$ cat src/rtl/cps_pkg.sv
package cps_pkg;
  localparam int DATA_W    = 32;
  localparam int NUM_SIG   = 8;

  // flag vector slots
  localparam int FL_HALT   = 0;
  localparam int FL_BROKE  = 1;
  localparam int FL_INTR   = 2;
  localparam int FL_SSTEP  = 3;
  localparam int FL_IOB    = 4;
  localparam int FL_SIG0   = 5;
  localparam int NUM_FLAGS = FL_SIG0 + NUM_SIG;

  // status write command bits
  localparam int CMD_CLR_HALT  = 0;
  localparam int CMD_SET_HALT  = 1;
  localparam int CMD_CLR_BROKE = 2;
  localparam int CMD_CLR_INTR  = 3;
  localparam int CMD_SET_INTR  = 4;
  localparam int CMD_CLR_SSTEP = 5;
  localparam int CMD_SET_SSTEP = 6;
  localparam int CMD_CLR_IOB   = 7;
  localparam int CMD_SET_IOB   = 8;
  localparam int CMD_SIG_BASE  = 9;
  localparam int CMD_W         = CMD_SIG_BASE + 2 * NUM_SIG;

  // status read bits
  localparam int ST_HALT  = 0;
  localparam int ST_BROKE = 1;
  localparam int ST_BUSY  = 2;
  localparam int ST_FULL  = 3;
  localparam int ST_SSTEP = 5;
  localparam int ST_IOB   = 6;
  localparam int ST_SIG0  = 7;

  // register word indices
  localparam int REG_STATUS = 4;
  localparam int REG_FULL   = 5;
  localparam int REG_ZERO   = 6;
  localparam int REG_SEM    = 7;
  localparam int REG_PC     = 8;
endpackage

$ cat src/rtl/cps_flag_cell.sv
module cps_flag_cell #(
  parameter bit RST_VAL = 1'b0
) (
  input  logic clk_i,
  input  logic rst_ni,
  input  logic set_i,
  input  logic clr_i,
  input  logic force_i,
  output logic q_o
);
  logic q_q, q_d;

  always_comb begin
    q_d = q_q;
    if (force_i)             q_d = 1'b1;
    else if (set_i && !clr_i) q_d = 1'b1;
    else if (clr_i && !set_i) q_d = 1'b0;
  end

  always_ff @(posedge clk_i or negedge rst_ni) begin
    if (!rst_ni) q_q <= RST_VAL;
    else         q_q <= q_d;
  end

  assign q_o = q_q;
endmodule

$ cat src/rtl/cps_cmd_decode.sv
module cps_cmd_decode
  import cps_pkg::*;
(
  input  logic                 wr_i,
  input  logic [CMD_W-1:0]     cmd_i,
  input  logic                 break_i,
  input  logic                 iob_i,
  output logic [NUM_FLAGS-1:0] set_o,
  output logic [NUM_FLAGS-1:0] clr_o,
  output logic [NUM_FLAGS-1:0] force_o,
  output logic                 steps_clr_o
);
  always_comb begin
    set_o   = '0;
    clr_o   = '0;
    force_o = '0;

    set_o[FL_HALT]   = wr_i & cmd_i[CMD_SET_HALT];
    clr_o[FL_HALT]   = wr_i & cmd_i[CMD_CLR_HALT];
    force_o[FL_HALT] = break_i;

    // broke has no host set path
    clr_o[FL_BROKE]   = wr_i & cmd_i[CMD_CLR_BROKE];
    force_o[FL_BROKE] = break_i;

    set_o[FL_INTR]   = wr_i & cmd_i[CMD_SET_INTR];
    clr_o[FL_INTR]   = wr_i & cmd_i[CMD_CLR_INTR];
    force_o[FL_INTR] = break_i & iob_i;

    set_o[FL_SSTEP] = wr_i & cmd_i[CMD_SET_SSTEP];
    clr_o[FL_SSTEP] = wr_i & cmd_i[CMD_CLR_SSTEP];

    set_o[FL_IOB] = wr_i & cmd_i[CMD_SET_IOB];
    clr_o[FL_IOB] = wr_i & cmd_i[CMD_CLR_IOB];

    for (int i = 0; i < NUM_SIG; i++) begin
      set_o[FL_SIG0+i] = wr_i & cmd_i[CMD_SIG_BASE+2*i+1];
      clr_o[FL_SIG0+i] = wr_i & cmd_i[CMD_SIG_BASE+2*i];
    end
  end

  assign steps_clr_o = wr_i & cmd_i[CMD_SET_HALT] & ~cmd_i[CMD_CLR_HALT];
endmodule

$ cat src/rtl/cps_sem.sv
module cps_sem (
  input  logic clk_i,
  input  logic rst_ni,
  input  logic claim_i,
  input  logic release_i,
  output logic taken_o
);
  logic taken_q;

  always_ff @(posedge clk_i or negedge rst_ni) begin
    if (!rst_ni)        taken_q <= 1'b0;
    else if (release_i) taken_q <= 1'b0;
    else if (claim_i)   taken_q <= 1'b1;
  end

  assign taken_o = taken_q;
endmodule

$ cat src/rtl/cps_rd_mux.sv
module cps_rd_mux
  import cps_pkg::*;
#(
  parameter int ADDR_W = 4,
  parameter int PC_W   = 12
) (
  input  logic [ADDR_W-1:0]    addr_i,
  input  logic [NUM_FLAGS-1:0] flags_i,
  input  logic                 dma_busy_i,
  input  logic                 dma_full_i,
  input  logic                 sem_i,
  input  logic [PC_W-1:0]      pc_i,
  output logic [DATA_W-1:0]    rdata_o
);
  localparam logic [ADDR_W-1:0] A_STATUS = ADDR_W'(REG_STATUS);
  localparam logic [ADDR_W-1:0] A_FULL   = ADDR_W'(REG_FULL);
  localparam logic [ADDR_W-1:0] A_SEM    = ADDR_W'(REG_SEM);
  localparam logic [ADDR_W-1:0] A_PC     = ADDR_W'(REG_PC);

  logic [DATA_W-1:0] status_w;
  logic              unused_pc_lsb;

  assign unused_pc_lsb = ^pc_i[1:0];

  always_comb begin
    status_w           = '0;
    status_w[ST_HALT]  = flags_i[FL_HALT];
    status_w[ST_BROKE] = flags_i[FL_BROKE];
    status_w[ST_BUSY]  = dma_busy_i;
    status_w[ST_FULL]  = dma_full_i;
    status_w[ST_SSTEP] = flags_i[FL_SSTEP];
    status_w[ST_IOB]   = flags_i[FL_IOB];
    for (int i = 0; i < NUM_SIG; i++) status_w[ST_SIG0+i] = flags_i[FL_SIG0+i];
  end

  always_comb begin
    rdata_o = '0;
    case (addr_i)
      A_STATUS: rdata_o = status_w;
      A_FULL:   rdata_o[0] = dma_full_i;
      A_SEM:    rdata_o[0] = sem_i;
      A_PC:     rdata_o[PC_W-1:0] = {pc_i[PC_W-1:2], 2'b00};
      default:  rdata_o = '0;
    endcase
  end
endmodule

$ cat src/rtl/cps_status_regs.sv
module cps_status_regs
  import cps_pkg::*;
#(
  parameter int ADDR_W   = 4,
  parameter int PC_W     = 12,
  parameter bit HALT_RST = 1'b1
) (
  input  logic               clk_i,
  input  logic               rst_ni,
  input  logic               req_i,
  input  logic               we_i,
  input  logic [ADDR_W-1:0]  addr_i,
  input  logic [31:0]        wdata_i,
  output logic [31:0]        rdata_o,
  input  logic               break_i,
  input  logic               dma_busy_i,
  input  logic               dma_full_i,
  input  logic [PC_W-1:0]    pc_i,
  output logic               pc_we_o,
  output logic [PC_W-1:0]    pc_wdata_o,
  output logic               steps_clr_o,
  output logic               halt_o,
  output logic               broke_o,
  output logic               sstep_o,
  output logic               intr_break_en_o,
  output logic [NUM_SIG-1:0] signal_o,
  output logic               irq_o
);
  localparam logic [ADDR_W-1:0] A_STATUS = ADDR_W'(REG_STATUS);
  localparam logic [ADDR_W-1:0] A_SEM    = ADDR_W'(REG_SEM);
  localparam logic [ADDR_W-1:0] A_PC     = ADDR_W'(REG_PC);

  logic                 wr_stat, rd_sem, wr_sem, wr_pc;
  logic [NUM_FLAGS-1:0] set_v, clr_v, force_v, flags;
  logic                 steps_clr_d, steps_clr_q;
  logic                 pc_we_q;
  logic [PC_W-1:0]      pc_wdata_q;
  logic                 sem_taken;
  logic                 unused_wdata;

  assign unused_wdata = ^wdata_i[31:CMD_W];

  assign wr_stat = req_i &  we_i & (addr_i == A_STATUS);
  assign rd_sem  = req_i & ~we_i & (addr_i == A_SEM);
  assign wr_sem  = req_i &  we_i & (addr_i == A_SEM);
  assign wr_pc   = req_i &  we_i & (addr_i == A_PC) & flags[FL_HALT];

  cps_cmd_decode u_dec (
    .wr_i        (wr_stat),
    .cmd_i       (wdata_i[CMD_W-1:0]),
    .break_i     (break_i),
    .iob_i       (flags[FL_IOB]),
    .set_o       (set_v),
    .clr_o       (clr_v),
    .force_o     (force_v),
    .steps_clr_o (steps_clr_d)
  );

  for (genvar g = 0; g < NUM_FLAGS; g++) begin : g_flag
    localparam bit RV = (g == FL_HALT) ? HALT_RST : 1'b0;
    cps_flag_cell #(.RST_VAL(RV)) u_cell (
      .clk_i   (clk_i),
      .rst_ni  (rst_ni),
      .set_i   (set_v[g]),
      .clr_i   (clr_v[g]),
      .force_i (force_v[g]),
      .q_o     (flags[g])
    );
  end

  cps_sem u_sem (
    .clk_i     (clk_i),
    .rst_ni    (rst_ni),
    .claim_i   (rd_sem),
    .release_i (wr_sem),
    .taken_o   (sem_taken)
  );

  always_ff @(posedge clk_i or negedge rst_ni) begin
    if (!rst_ni) begin
      steps_clr_q <= 1'b0;
      pc_we_q     <= 1'b0;
      pc_wdata_q  <= '0;
    end else begin
      steps_clr_q <= steps_clr_d;
      pc_we_q     <= wr_pc;
      if (wr_pc) pc_wdata_q <= {wdata_i[PC_W-1:2], 2'b00};
    end
  end

  cps_rd_mux #(.ADDR_W(ADDR_W), .PC_W(PC_W)) u_rd (
    .addr_i     (addr_i),
    .flags_i    (flags),
    .dma_busy_i (dma_busy_i),
    .dma_full_i (dma_full_i),
    .sem_i      (sem_taken),
    .pc_i       (pc_i),
    .rdata_o    (rdata_o)
  );

  assign pc_we_o         = pc_we_q;
  assign pc_wdata_o      = pc_wdata_q;
  assign steps_clr_o     = steps_clr_q;
  assign halt_o          = flags[FL_HALT];
  assign broke_o         = flags[FL_BROKE];
  assign sstep_o         = flags[FL_SSTEP];
  assign intr_break_en_o = flags[FL_IOB];
  assign irq_o           = flags[FL_INTR];
  assign signal_o        = flags[FL_SIG0 +: NUM_SIG];
endmodule

$ cat config.mk
export PLATFORM = sky130hd
export DESIGN_NAME = cps_status_regs
export DESIGN_NICKNAME = d
export VERILOG_FILES = /design/src/rtl/cps_pkg.sv /design/src/rtl/cps_flag_cell.sv /design/src/rtl/cps_cmd_decode.sv /design/src/rtl/cps_sem.sv /design/src/rtl/cps_rd_mux.sv /design/src/rtl/cps_status_regs.sv
export SDC_FILE = /design/constraint.sdc
export NUM_CORES = 1
export LEC_CHECK = 0
export CAP_MARGIN = 20
export CORE_MARGIN = 2
export CORE_UTILIZATION = 55
export DETAILED_ROUTE_END_ITERATION = 16
export DONT_BUFFER_PORTS = 1
export PLACE_DENSITY = 0.73
export SYNTH_ARGS = -nofsm -noshare
export SYNTH_HDL_FRONTEND = slang
export SYNTH_HIERARCHICAL = 1
export SYNTH_SLANG_ARGS = --single-unit
export TNS_END_PERCENT = 100
$ cat constraint.sdc
create_clock -name clk_i -period 1.3 [get_ports clk_i]
set_input_delay 0.065 -clock clk_i [delete_from_list [all_inputs] [get_ports clk_i]]
set_output_delay 0.065 -clock clk_i [all_outputs]
set_load 0.005 [all_outputs]
; Word level (Yosys, flattened, before mapping)
; Cells that the tools add are included.
[classes]
n_eq_ne = 4
n_mux = 33
bitwise_logic = 36
reduce_logical = 62
[ops]
columns = op, count
row1 = $and A1 B1 Y1, 34
row2 = $mux W1, 30
row3 = $logic_and A1 B1 Y1, 24
row4 = $logic_not A1 Y1, 24
row5 = $reduce_bool A2 Y1, 12
row6 = $pmux W11 S2, 1
row7 = $eq A4 B3 Y1 const B, 3
row8 = $reduce_bool A3 Y1, 2
row9 = $eq A4 B4 Y1 const B, 1
row10 = $mux W3, 1
row11 = $pmux W1 S3, 1
row12 = $not A1 Y1, 2
[word_totals]
wordCells = 152
ff_bits = 26
out_inout_bits = 59

; Depth between registers and ports, before layout
[depth]
word_depth = 8
ltp_mapped = 8

; Cells and area by module
; The synthesis kept the hierarchy.
[by_module_without_submodules]
columns = module, seq_area_each_um2, cells_each, area_per_inst_um2, instances
row1 = cps_flag_cell (g_flag[10].u_cell ...), 25.0, 5, 56.3, 12
row2 = cps_status_regs, 300.3, 35, 564.3, 1
row3 = cps_rd_mux, 0.0, 40, 340.3, 1
row4 = cps_cmd_decode, 0.0, 43, 320.3, 1
row5 = cps_flag_cell (g_flag[0].u_cell), 26.3, 5, 57.6, 1
row6 = cps_sem, 25.0, 2, 35.0, 1

; Least setup slack after synthesis
; Ideal clock, no wire load.
[synth_path]
kind = input to register
startpoint = input addr_i[1]
endpoint = register g_flag[7].u_cell.q_q
n_path_buf = 1
cell_stages = 8
required_ns = 1.176
arrival_ns = 1.735
path_slack_ns = -0.559
cell_sequence = nand4bb_4 -> nor3b_1 -> buf_6 -> and2_2 -> inv_1 -> ha_1 -> nor2b_1 -> a211o_1
[synth_between]
elab_chain_cells = 6
word_cells_on_any_way = 10
[synth_rtl]
columns = item, line_no
row1 = "start, declared", cps_status_regs.sv:12  ; input logic [ADDR_W-1:0] addr_i,
row2 = $eq A4 B3 Y1 (*), cps_status_regs.sv:43  ; assign wr_stat = req_i & we_i & (addr_i == A_STATUS);
row3 = $and A1 B1 Y1 (*), cps_status_regs.sv:43
row4 = via wr_stat, cps_status_regs.sv:33  ; logic wr_stat, rd_sem, wr_sem, wr_pc;
row5 = $and A1 B1 Y1 (*), cps_cmd_decode.sv:38  ; clr_o[FL_SIG0+i] = wr_i & cmd_i[CMD_SIG_BASE+2*i];
row6 = via clr_v[7], cps_status_regs.sv:34  ; logic [NUM_FLAGS-1:0] set_v, clr_v, force_v, flags;
row7 = $logic_not A1 Y1, cps_flag_cell.sv:16  ; else if (set_i && !clr_i) q_d = 1'b1;
row8 = $logic_and A1 B1 Y1, cps_flag_cell.sv:16
row9 = $mux W1 or $reduce_bool A2 Y1 (tied branches), -
row10 = "end signal, assigned", cps_flag_cell.sv:22  ; else q_q <= q_d;
row11 = "end, declared", cps_flag_cell.sv:11  ; logic q_q, q_d;
; Mark *: on every way through the listed nets, which the timed path passes. The rest lies on a longest branch.
; A chain may end at the register's enable or synchronous reset.

; Final worst setup path
[layout_path]
startpoint = register g_flag[0].u_cell.q_q
endpoint = register pc_wdata_q[6], in the netlist pc_wdata_o[6]
[layout_between]
elab_chain_cells = 1
[layout_rtl]
columns = item, line_no
row1 = "start, declared", cps_flag_cell.sv:11
row2 = "start signal, assigned", cps_flag_cell.sv:22
row3 = $and A1 B1 Y1, cps_status_regs.sv:46  ; assign wr_pc = req_i & we_i & (addr_i == A_PC) & flags[FL_HALT];
row4 = "end signal, assigned", cps_status_regs.sv:87  ; if (wr_pc) pc_wdata_q <= {wdata_i[PC_W-1:2], 2'b00};
row5 = "end, declared", cps_status_regs.sv:37  ; logic [PC_W-1:0] pc_wdata_q;
; Every way passes these cells.

==> results by group <==
Critical path
  – Reg2reg setup slack: -0.20 ns
  – Crit path launch type: flip-flop
  – CP Capture Point: pc_wdata_o[6]
  – CP max FO: 10
  – Cells along the critical path: buf_6, nand2_4, nor3_4, buf_12, mux2_4
  – Worst reg2reg path depth: 5
  – Family with the most delay on the worst path: flip-flops
  – Crit path depth: 5
  – CP endpoint kind: flip-flop
  – WP buf/inv: 2
  – Crit Path Category: flip-flop to flip-flop
  – Worst reg2reg path startpoint: g_flag[0].u_cell/q_o
  – RR Endpoint: pc_wdata_o[6]
  – CP startpoint: g_flag[0].u_cell/q_o
  – WP data arrival: 1.73 ns
  – Max stage delay on crit path: slightly below 0.6 ns
  – Required @ worst endpoint: about 1.5 ns
  – CP max-delay cell: dfstp_2

Floorplan
  – Top Ports: 114
  – Die Wd: about 64 µm
  – CORE AREA: approximately 3400 µm²
  – Die area: 4120 µm²
  – DIE HEIGHT: ~64 µm
  – Starting Density: between 50% and 60%
  – FP Rows: 21

STA
  – Final setup viols: 11
  – Fmax: ~0.67 GHz
  – Part of the cycle the worst path needs: 115%
  – Setup TNS: -2.04 ns
  – Hold slack: -0.00684 ns
  – Worst Slack Setup Final: -0.197 ns
  – RSZ-0062 raised after global routing: yes
  – Max-slew violations: 0
  – Final min period: between 1 and 1.5 ns
  – Setup Skew: between 0.007 and 0.008 ns
  – Hold Vio Cnt, Final: 1

Place
  – Placed Area: 2030 µm²
  – Placed insts: 230
  – Port bufs: 0
  – Dpl hpwl: approximately 3100 µm
  – Setup WS pre-CTS: -0.340 ns
  – GP Congestion: 0.644

Clock tree
  – Root Buffer: clkbuf_4
  – Clk pin slew, worst setup/hold paths: 0.15 ns
  – CTS tree: done
  – Post-CTS Hold Buffers: 17
  – Worst skew pair latency: ~0.33 ns
  – Sink Count: 26
  – Cts bufs inserted: 3
  – Htree depth: 1
  – CTS Buffer Depth: 2

Global routing
  – Grt ovf: 0
  – First-pass GRT wire length: roughly 6800 µm
  – Largest net degree at the start of global routing: 27
  – Total track usage: between 20% and 30%
  – Number of global-route vias before repair: roughly 1400
  – Initial antenna violation count: 0

Finish
  – Final instance area: between 2000 and 2500 µm²
  – FILL cells: between 200 and 300
  – Area grow syn2layout: 19.0%
  – Final nets: ~280
  – Layout cells sized above 1: a little over a third
  – Non-Filler Instances: about 260
  – Finished Core Util: a little over two thirds
  – Ant diodes: 0

Synth
  – Post-synthesis compound-gate area fraction: a little under an eighth
  – Largest family of logic cells by synthesized area: simple AND/OR/NAND/NOR gates
  – Post-synthesis adder-cell area fraction: approximately 8.2%
  – Synth Area in XOR/XNOR: 0%
  – Distinct cells, synth: 27
  – Mapped Area: between 1500 and 2000 µm²
  – Mux cell area share after synthesis: 7.85%
  – Post-Synth Simple-Gate Area: 21.7%
  – FF+latch count, synth: 26
  – Avg Cell Area, Syn: roughly 11 µm²
  – Yosys warning total: 6
  – Cells after Synth: approximately 190
  – Sequential share of the synthesized area: roughly 33%

Routing
  – Drt drc: 0
  – Wire per inst: 16.7 µm
  – Drt via density: around 5.2
  – DR vias: about 1300
  – First DRT Iteration DRCs: 39
  – 1st-pass router iterations: 2
  – Final antenna-violating net count: 0
  – DRT Wirelength: between 4000 and 5000 µm

Pwr
  – Power Total: between 1.5 and 2 mW
  – Leakage power: about 0.99 nW
  – P per Cell Area: 759 nW/µm²
  – Worst VDD drop: about 0.62 mV

Outcome
  – Failing checks: hold timing, setup timing
  – Status: finished, violations left

Hold path
  – Hold Crit Class: primary input to flip-flop

Job
  – Max-cap violations: 0
-- power by group --
part	switching, mW	internal, mW
combinational	0.104	0.178
sequential	0.0648	0.884
clock	0.258	0.312
total	0.427	1.37
-- area by class of cell --
| class | instances | area [µm²] | area share (%) |
|---|---|---|---|
| multi-input cells | 134 | 1250 | 52.7 |
| flip-flops and latches | 26 | 652 | 27.5 |
| repair buffers | 30 | 299 | 12.6 |
| inverters | 16 | 60.1 | 2.53 |
| well taps | 46 | 57.6 | 2.43 |
| clock inverters | 1 | 30.0 | 1.27 |
| clock buffers | 3 | 22.5 | 0.949 |
-- kinds of logic after synthesis --
family                     Yosys count
AOI/OAI and AO/OA                   25
adders and majority gates           13
buffers and inverters               52
other                                3
DFF                                 26
and+or+nand+nor                     55
muxes                               11
-- registers in the layout, indices dropped and copies added, names as in the netlist --
| register | flops |
|---|---|
| g_flag.u_cell/q_o | 13 |
| pc_wdata_o | 10 |
| pc_we_o | 1 |
| steps_clr_o | 1 |
| u_sem/taken_o | 1 |
-- synth_stat cells --
library cell	number	area [µm²]
conb_1	3	11.3
dfstp_2	1	26.3
buf_4	32	240
o21ba_1	1	10.0
nor3b_1	1	7.51
a211o_1	13	114
and3b_2	1	10.0
nand4bb_4	1	27.5
a2111oi_2	1	15.0
dfrtp_1	25	626
a21boi_0	1	7.51
inv_1	16	60.1
mux2_4	9	135
buf_6	3	33.8
mux2_2	1	11.3
nor2b_1	14	87.6
and2_1	12	75.1
nor4b_4	2	47.6
buf_12	1	20.0
nand4_1	1	6.26
ha_1	13	163
nand2_1	1	3.75
a22o_1	9	78.8
nor2_1	2	7.51
mux2i_1	1	10.0
and2_2	19	143
nor3_4	1	16.3
-- repair_timing --
item	in CTS	in global routing
hold endpoints to repair	42	1
pin swaps	1	5
setup endpoints to repair	11	13
gates resized for setup	7	8
setup buffers	1	2
cloned	0	2
-- layer usage --
layer	part of all wire [%]	routed length, µm	GRT usage (%)
met4	1.1	49	6.91
met1	36	1550	21.3
met3	6.7	287	4.40
met2	56	2390	43.0
met5	0	0	0
-- tightest hold or removal path, cell delays in order --
cell	delay, ns
nand2_4	0.05
nor3_4	0.04
buf_12	0.14
-- placed cells by master, fill, tap and decap left out, types with 2 or more instances in the layout --
cell           netlist  layout
buf_6                3       3
conb_1               3      30
clkbuf_4             0       3
ha_1                13       5
nor2_1               2       2
a22o_1               9       9
inv_2                0       7
mux2_4               9      10
and2_1              12       9
buf_12               1       2
a211o_1             13      13
nor2b_1             14      14
nor4b_4              2       2
ha_4                 0       8
and2_4               0       9
buf_4               32       8
inv_1               16       9
and2_2              19      13
dfrtp_1             25      25
dlygate4sd3_1        0      16
-- how the worst min path moves through the flow --
stage | from | end | slack [ns] | depth (start not counted)
after floorplan | rst_ni | g_flag[10].u_cell/q_o | -0.23 | 0
after global placement | rst_ni | g_flag[3].u_cell/q_o | -0.23 | 0
after detailed placement | rst_ni | g_flag[3].u_cell/q_o | -0.23 | 0
after CTS | addr_i[3] | pc_we_o | -0.02 | 3
after global routing | addr_i[3] | pc_we_o | -0.03 | 3
final | addr_i[3] | pc_we_o | -0.007 | 3
No activity file was read; power rests on OpenSTA's default activity.
